--- src/rtl/clkdom_pkg.sv ---
package clkdom_pkg;

  typedef enum logic [1:0] {
    MODE_NOSLEEP = 2'd0,
    MODE_SWSLEEP = 2'd1,
    MODE_SWWAKE  = 2'd2
  } ctl_mode_e;

  typedef enum logic [1:0] {
    ST_ACTIVE = 2'd0,
    ST_GATING = 2'd1,
    ST_ASLEEP = 2'd2
  } dom_state_e;

  localparam logic [1:0] IDLE_ACKED   = 2'd3;
  localparam logic [1:0] MODE_ILLEGAL = 2'd3;

  // legal control values are 0..2
  function automatic logic mode_is_legal(input logic [1:0] v);
    return v != MODE_ILLEGAL;
  endfunction

endpackage

--- src/rtl/clkdom_mode_reg.sv ---
module clkdom_mode_reg
  import clkdom_pkg::*;
(
  input  logic       clk,
  input  logic       rst_n,
  input  logic       wr,
  input  logic [1:0] wdata,
  output ctl_mode_e  mode,
  output logic       err,
  output logic       bad_write
);

  logic good_write;

  assign bad_write  = wr && !mode_is_legal(wdata);
  assign good_write = wr &&  mode_is_legal(wdata);

  always_ff @(posedge clk) begin
    if (!rst_n) begin
      mode <= MODE_SWWAKE;
      err  <= 1'b0;
    end else begin
      if (good_write) mode <= ctl_mode_e'(wdata);
      if (bad_write)  err  <= 1'b1;
    end
  end

endmodule

--- src/rtl/clkdom_idle_eval.sv ---
module clkdom_idle_eval
  import clkdom_pkg::*;
#(
  parameter int N_MOD = 4,
  parameter int N_MST = 2,
  parameter int N_OPT = 2
) (
  input  logic [N_MOD-1:0]   mod_en,
  input  logic [2*N_MOD-1:0] mod_idlest,
  input  logic [N_MST-1:0]   mst_stby,
  input  logic [N_OPT-1:0]   opt_clk_en,
  input  logic               wkup_req,
  output logic               sleep_ok,
  output logic               wake_evt
);

  logic [N_MOD-1:0] acked;

  for (genvar i = 0; i < N_MOD; i++) begin : g_ack
    assign acked[i] = (mod_idlest[2*i +: 2] == IDLE_ACKED);
  end

  logic modules_quiet, masters_quiet, clocks_quiet;

  assign modules_quiet = (mod_en == '0) && (&acked);
  assign masters_quiet = &mst_stby;
  assign clocks_quiet  = (opt_clk_en == '0);

  assign sleep_ok = modules_quiet && masters_quiet && clocks_quiet && !wkup_req;
  assign wake_evt = (|mod_en) || (|opt_clk_en) || !(&mst_stby) || wkup_req;

endmodule

--- src/rtl/clkdom_state_fsm.sv ---
module clkdom_state_fsm
  import clkdom_pkg::*;
(
  input  logic       clk,
  input  logic       rst_n,
  input  ctl_mode_e  mode,
  input  logic       sleep_ok,
  input  logic       wake_evt,
  input  logic       pd_on,
  output dom_state_e state
);

  function automatic dom_state_e next_of(input dom_state_e s, input ctl_mode_e m,
                                         input logic ok, input logic ev, input logic pwr);
    logic want_sleep;
    want_sleep = (m == MODE_SWSLEEP) && ok;
    case (s)
      ST_ACTIVE: return want_sleep ? ST_GATING : ST_ACTIVE;
      ST_GATING: return want_sleep ? ST_ASLEEP : ST_ACTIVE;
      ST_ASLEEP: return (pwr && ((m == MODE_SWWAKE) || ev)) ? ST_ACTIVE : ST_ASLEEP;
      default:   return ST_ACTIVE;
    endcase
  endfunction

  always_ff @(posedge clk) begin
    if (!rst_n) state <= ST_ACTIVE;
    else        state <= next_of(state, mode, sleep_ok, wake_evt, pd_on);
  end

endmodule

--- src/rtl/pwrdom_merge.sv ---
module pwrdom_merge #(
  parameter int N_SIB = 2
) (
  input  logic             self_asleep,
  input  logic [N_SIB-1:0] sib_asleep,
  output logic             go_target
);

  assign go_target = self_asleep && (&sib_asleep);

endmodule

--- src/rtl/clkdom_sleep_ctrl.sv ---
module clkdom_sleep_ctrl
  import clkdom_pkg::*;
#(
  parameter int N_MOD = 4,
  parameter int N_MST = 2,
  parameter int N_OPT = 2,
  parameter int N_SIB = 2
) (
  input  logic               clk,
  input  logic               rst_n,
  input  logic               ctl_wr,
  input  logic [1:0]         ctl_wdata,
  input  logic [N_MOD-1:0]   mod_en,
  input  logic [2*N_MOD-1:0] mod_idlest,
  input  logic [N_MST-1:0]   mst_stby,
  input  logic [N_OPT-1:0]   opt_clk_en,
  input  logic               wkup_req,
  input  logic               pd_on,
  input  logic [N_SIB-1:0]   sib_asleep,
  output logic [1:0]         mode_o,
  output logic               illegal_wr_err,
  output logic [1:0]         dom_state,
  output logic               clk_active,
  output logic               dom_asleep,
  output logic               pd_wake_req,
  output logic               pd_go_target
);

  ctl_mode_e  mode;
  dom_state_e state;
  logic       sleep_ok;
  logic       wake_evt;
  logic       bad_write;

  clkdom_mode_reg u_mode (
    .clk       (clk),
    .rst_n     (rst_n),
    .wr        (ctl_wr),
    .wdata     (ctl_wdata),
    .mode      (mode),
    .err       (illegal_wr_err),
    .bad_write (bad_write)
  );

  clkdom_idle_eval #(.N_MOD(N_MOD), .N_MST(N_MST), .N_OPT(N_OPT)) u_eval (
    .mod_en     (mod_en),
    .mod_idlest (mod_idlest),
    .mst_stby   (mst_stby),
    .opt_clk_en (opt_clk_en),
    .wkup_req   (wkup_req),
    .sleep_ok   (sleep_ok),
    .wake_evt   (wake_evt)
  );

  clkdom_state_fsm u_fsm (
    .clk      (clk),
    .rst_n    (rst_n),
    .mode     (mode),
    .sleep_ok (sleep_ok),
    .wake_evt (wake_evt),
    .pd_on    (pd_on),
    .state    (state)
  );

  pwrdom_merge #(.N_SIB(N_SIB)) u_merge (
    .self_asleep (dom_asleep),
    .sib_asleep  (sib_asleep),
    .go_target   (pd_go_target)
  );

  assign mode_o      = mode;
  assign dom_state   = state;
  assign dom_asleep  = (state == ST_ASLEEP);
  assign clk_active  = (state != ST_ASLEEP);
  assign pd_wake_req = (mode == MODE_SWWAKE) && !pd_on;

endmodule

--- config.mk ---
export PLATFORM = sky130hd
export DESIGN_NAME = clkdom_sleep_ctrl
export DESIGN_NICKNAME = d
export VERILOG_FILES = /design/src/rtl/clkdom_pkg.sv /design/src/rtl/clkdom_mode_reg.sv /design/src/rtl/clkdom_idle_eval.sv /design/src/rtl/clkdom_state_fsm.sv /design/src/rtl/pwrdom_merge.sv /design/src/rtl/clkdom_sleep_ctrl.sv
export SDC_FILE = /design/constraint.sdc
export NUM_CORES = 1
export LEC_CHECK = 0
export BUFFER_PORTS_ARGS = -buffer_cell sky130_fd_sc_hd__buf_2
export CORE_AREA = 2 2 39 41
export CTS_BUF_LIST = sky130_fd_sc_hd__clkbuf_4
export CTS_CLUSTER_DIAMETER = 80
export DETAILED_ROUTE_END_ITERATION = 7
export DIE_AREA = 0 0 41 43
export SLEW_MARGIN = 20
export SYNTH_ARGS = -nofsm -noshare
export SYNTH_HDL_FRONTEND = slang
export SYNTH_SLANG_ARGS = --single-unit
export TNS_END_PERCENT = 5
--- constraint.sdc ---
create_clock -name clk -period 1.25 [get_ports clk]
set_input_delay 0.1875 -clock clk [delete_from_list [all_inputs] [get_ports clk]]
set_output_delay 0.1875 -clock clk [all_outputs]
set_load 0.02 [all_outputs]
==> impl_metrics.json <==
{
  "status": "finished, final reports clean",
  "synth.distinct_cells": 21,
  "layout_setup_ws_ns": 0.000235,
  "antenna_found_initial": 0,
  "fin_crit_sh_pct": 100,
  "n_antenna_cell": 0,
  "irDropWorstVdd_uv": 528,
  "route.vias.total": 392,
  "hold_viol": 0,
  "synth.area.top_cells": "dfxtp_1 (36%), nor2b_1 (6.8%), nand4b_1 (6.4%)",
  "dr.pass1.iters": 2,
  "finalSetupTns_ns": 0,
  "wl_um": 851,
  "drc": 0,
  "power.density_nw_per_um2": 831,
  "whs_ns": 0.177,
  "required_ns": 1.06,
  "fin_crit_ns": 1.25,
  "die_y_um": 43,
  "hpwlAfterDp_um": 704,
  "start_util_pct": 19.9,
  "syn-num-nets": 57,
  "yosysSeqAreaShare_pct": 36.4,
  "final_cell_area_um2": 566,
  "path_class": "register to output port",
  "yosys.area.top_type_share_pct": 36.4,
  "skew_ns": 0.00141,
  "chipWidth_um": 41,
  "clock_path_buffers": 2,
  "hp-class": "primary input to register",
  "core_um2": 1380,
  "r2r_setup_slack_ns": 0.19,
  "pre_cts_slack_ns": -0.110,
  "cp_max_fo": 3,
  "std_cell_rows": 14,
  "rsz0062_at_grt": "true",
  "syn2layout_area_growth_pct": 105,
  "grt_pass1_wl_mm": 1.37,
  "leakagePower_nw": 0.291,
  "reg2reg_depth": 4,
  "drt_iter0_markers": 1,
  "hold_buffers": 0,
  "end_kind": "output port",
  "timing.fmax_ghz": 0.800,
  "nets": 98,
  "postRouteAntennaNets": 0,
  "vias_per_cell": 4.45,
  "final-setup-viol-count": 0,
  "gr-total-overflow": 0,
  "place_congestion": 0.705,
  "clkTransAtPathRegs_ns": 0.04,
  "netlist_area_um2": 275,
  "place_area_um2": 460,
  "cap_violations": 0,
  "synth-seq-cells": 5,
  "wire_per_inst_um": 9.67,
  "r2r_end": "u_fsm.state[1]",
  "grt_use_total_pct": 11.3,
  "startpoint_type": "register",
  "syn_area_per_cell_um2": 8.60,
  "area.sequential_um2": 103,
  "syn_inst": 32,
  "grt_max_degree": 6,
  "cts_made_buffers": 3,
  "numPortBuffers": 33,
  "grt_pass1_vias": 345,
  "cp-startpoint": "u_fsm.state[0]",
  "num-fill-cells": 150,
  "clk_latency_ns": 0.24,
  "slew_headroom_pct": 84.2,
  "critPathArrivalTime_ns": 1.06,
  "cts_max_level": 1,
  "dieArea_um2": 1760,
  "crit_end": "pd_go_target",
  "io_pins": 34,
  "drive_above_1_share_pct": 70.8,
  "reg2reg_from": "u_mode.mode[0]",
  "slew_violations": 0,
  "tightest_slew_ns": 0.235,
  "multi_input_area_um2": 181,
  "tritoncts": "yes",
  "yosys.area.top_type": "dfxtp_1",
  "cts-root-buf": "clkbuf_4",
  "ys_warn_count": 0,
  "cts_sinks": 5
}
[cell families after synthesis]
family | after synthesis | share of synthesized area [%]
DFF | 5 | 36.4
AOI/OAI and AO/OA | 6 | 19.1
and+or+nand+nor | 17 | 39.1
buffers and inverters | 4 | 5.45
[cells in the final DEF (no fill, tap or decap)]
cell type and instances:
a21oi_1 1, a31oi_1 1, and2b_2 1, and3_4 1, buf_2 29, buf_4 2
buf_6 5, clkbuf_4 4, dfxtp_1 3, dfxtp_2 2, inv_1 2, inv_2 2
nand2_1 1, nand3_1 1, nand3b_1 1, nand4_1 1, nand4b_1 2, nor2_1 2
nor2b_1 1, nor2b_4 2, nor3_1 2, o21ai_0 1, o21ai_2 1, o221a_1 1
o41ai_2 1, or2_1 1, or4_4 1
[per-layer routing]
layer  vias up  GRT usage [%]  wire, um
met1       178           13.7       366
li1        199              -         -
met3         0           6.28        66
met4         0           4.00         0
met5         -              0         0
met2        15           16.3       418
[area by class of cell]
type                    instances  area share, %
repair buffers                 36           38.3
inverters                       4           2.65
clock buffers                   4           5.31
multi-input cells              23           32.1
well taps                      16           3.54
flip-flops and latches          5           18.1
[sequential cells by signal, indices dropped and copies added, names as in the netlist]
register	cells
u_mode.err	1
u_mode.mode	2
u_fsm.state	2
[synth_stat cells]
library cell / count
o221a_1: 1
nand3_1: 1
nand2_1: 1
nor2_1: 2
and3_1: 1
inv_2: 1
or2_1: 1
o21ai_2: 1
and2b_1: 1
inv_1: 3
a21oi_1: 1
a31oi_1: 1
o21ai_0: 1
dfxtp_1: 5
nor3_1: 2
nor2b_1: 3
nand4b_1: 2
nand3b_1: 1
o41ai_2: 1
nand4_1: 1
or4_4: 1
[worst min path at each step]
stage / from / end / slack (ns) / cells after the start
finish: rst_n / u_mode.mode[1] / 0.18 / 2
global route: rst_n / u_mode.mode[1] / 0.18 / 2
CTS: rst_n / u_mode.mode[1] / 0.17 / 2
detailed placement: rst_n / u_mode.mode[1] / 0.42 / 2
global placement: rst_n / u_mode.mode[1] / 0.42 / 2
floorplan: rst_n / u_mode.mode[1] / 0.26 / 1
[power breakdown]
part           leakage [nW]  switching [mW]  internal, mW  total, mW
Clock                0.0184          0.0624         0.142      0.204
Sequential           0.0410         0.00555         0.166      0.172
Combinational         0.232          0.0397        0.0538     0.0935
[critical path, cell delays in order (launching register included)]
cell and delay (ns):
dfxtp_2 0.31, and2b_2 0.23, and3_4 0.18, buf_6 0.11
[through the flow]
stage	instances	utilization [%]	power, mW
after floorplan	32	-	0.204
after global placement	81	33.3	0.254
after detailed placement	81	33.3	0.256
after CTS	88	39.0	0.475
after global routing	88	40.9	0.503
final	88	40.9	0.470
[repair_timing]
item / in CTS / in global routing
buffers inserted: 3 / 0
pin swaps: 1 / 0
resized for setup: 9 / 8
setup endpoints to repair: 2 / 4
(Power assumes the default switching activity.)
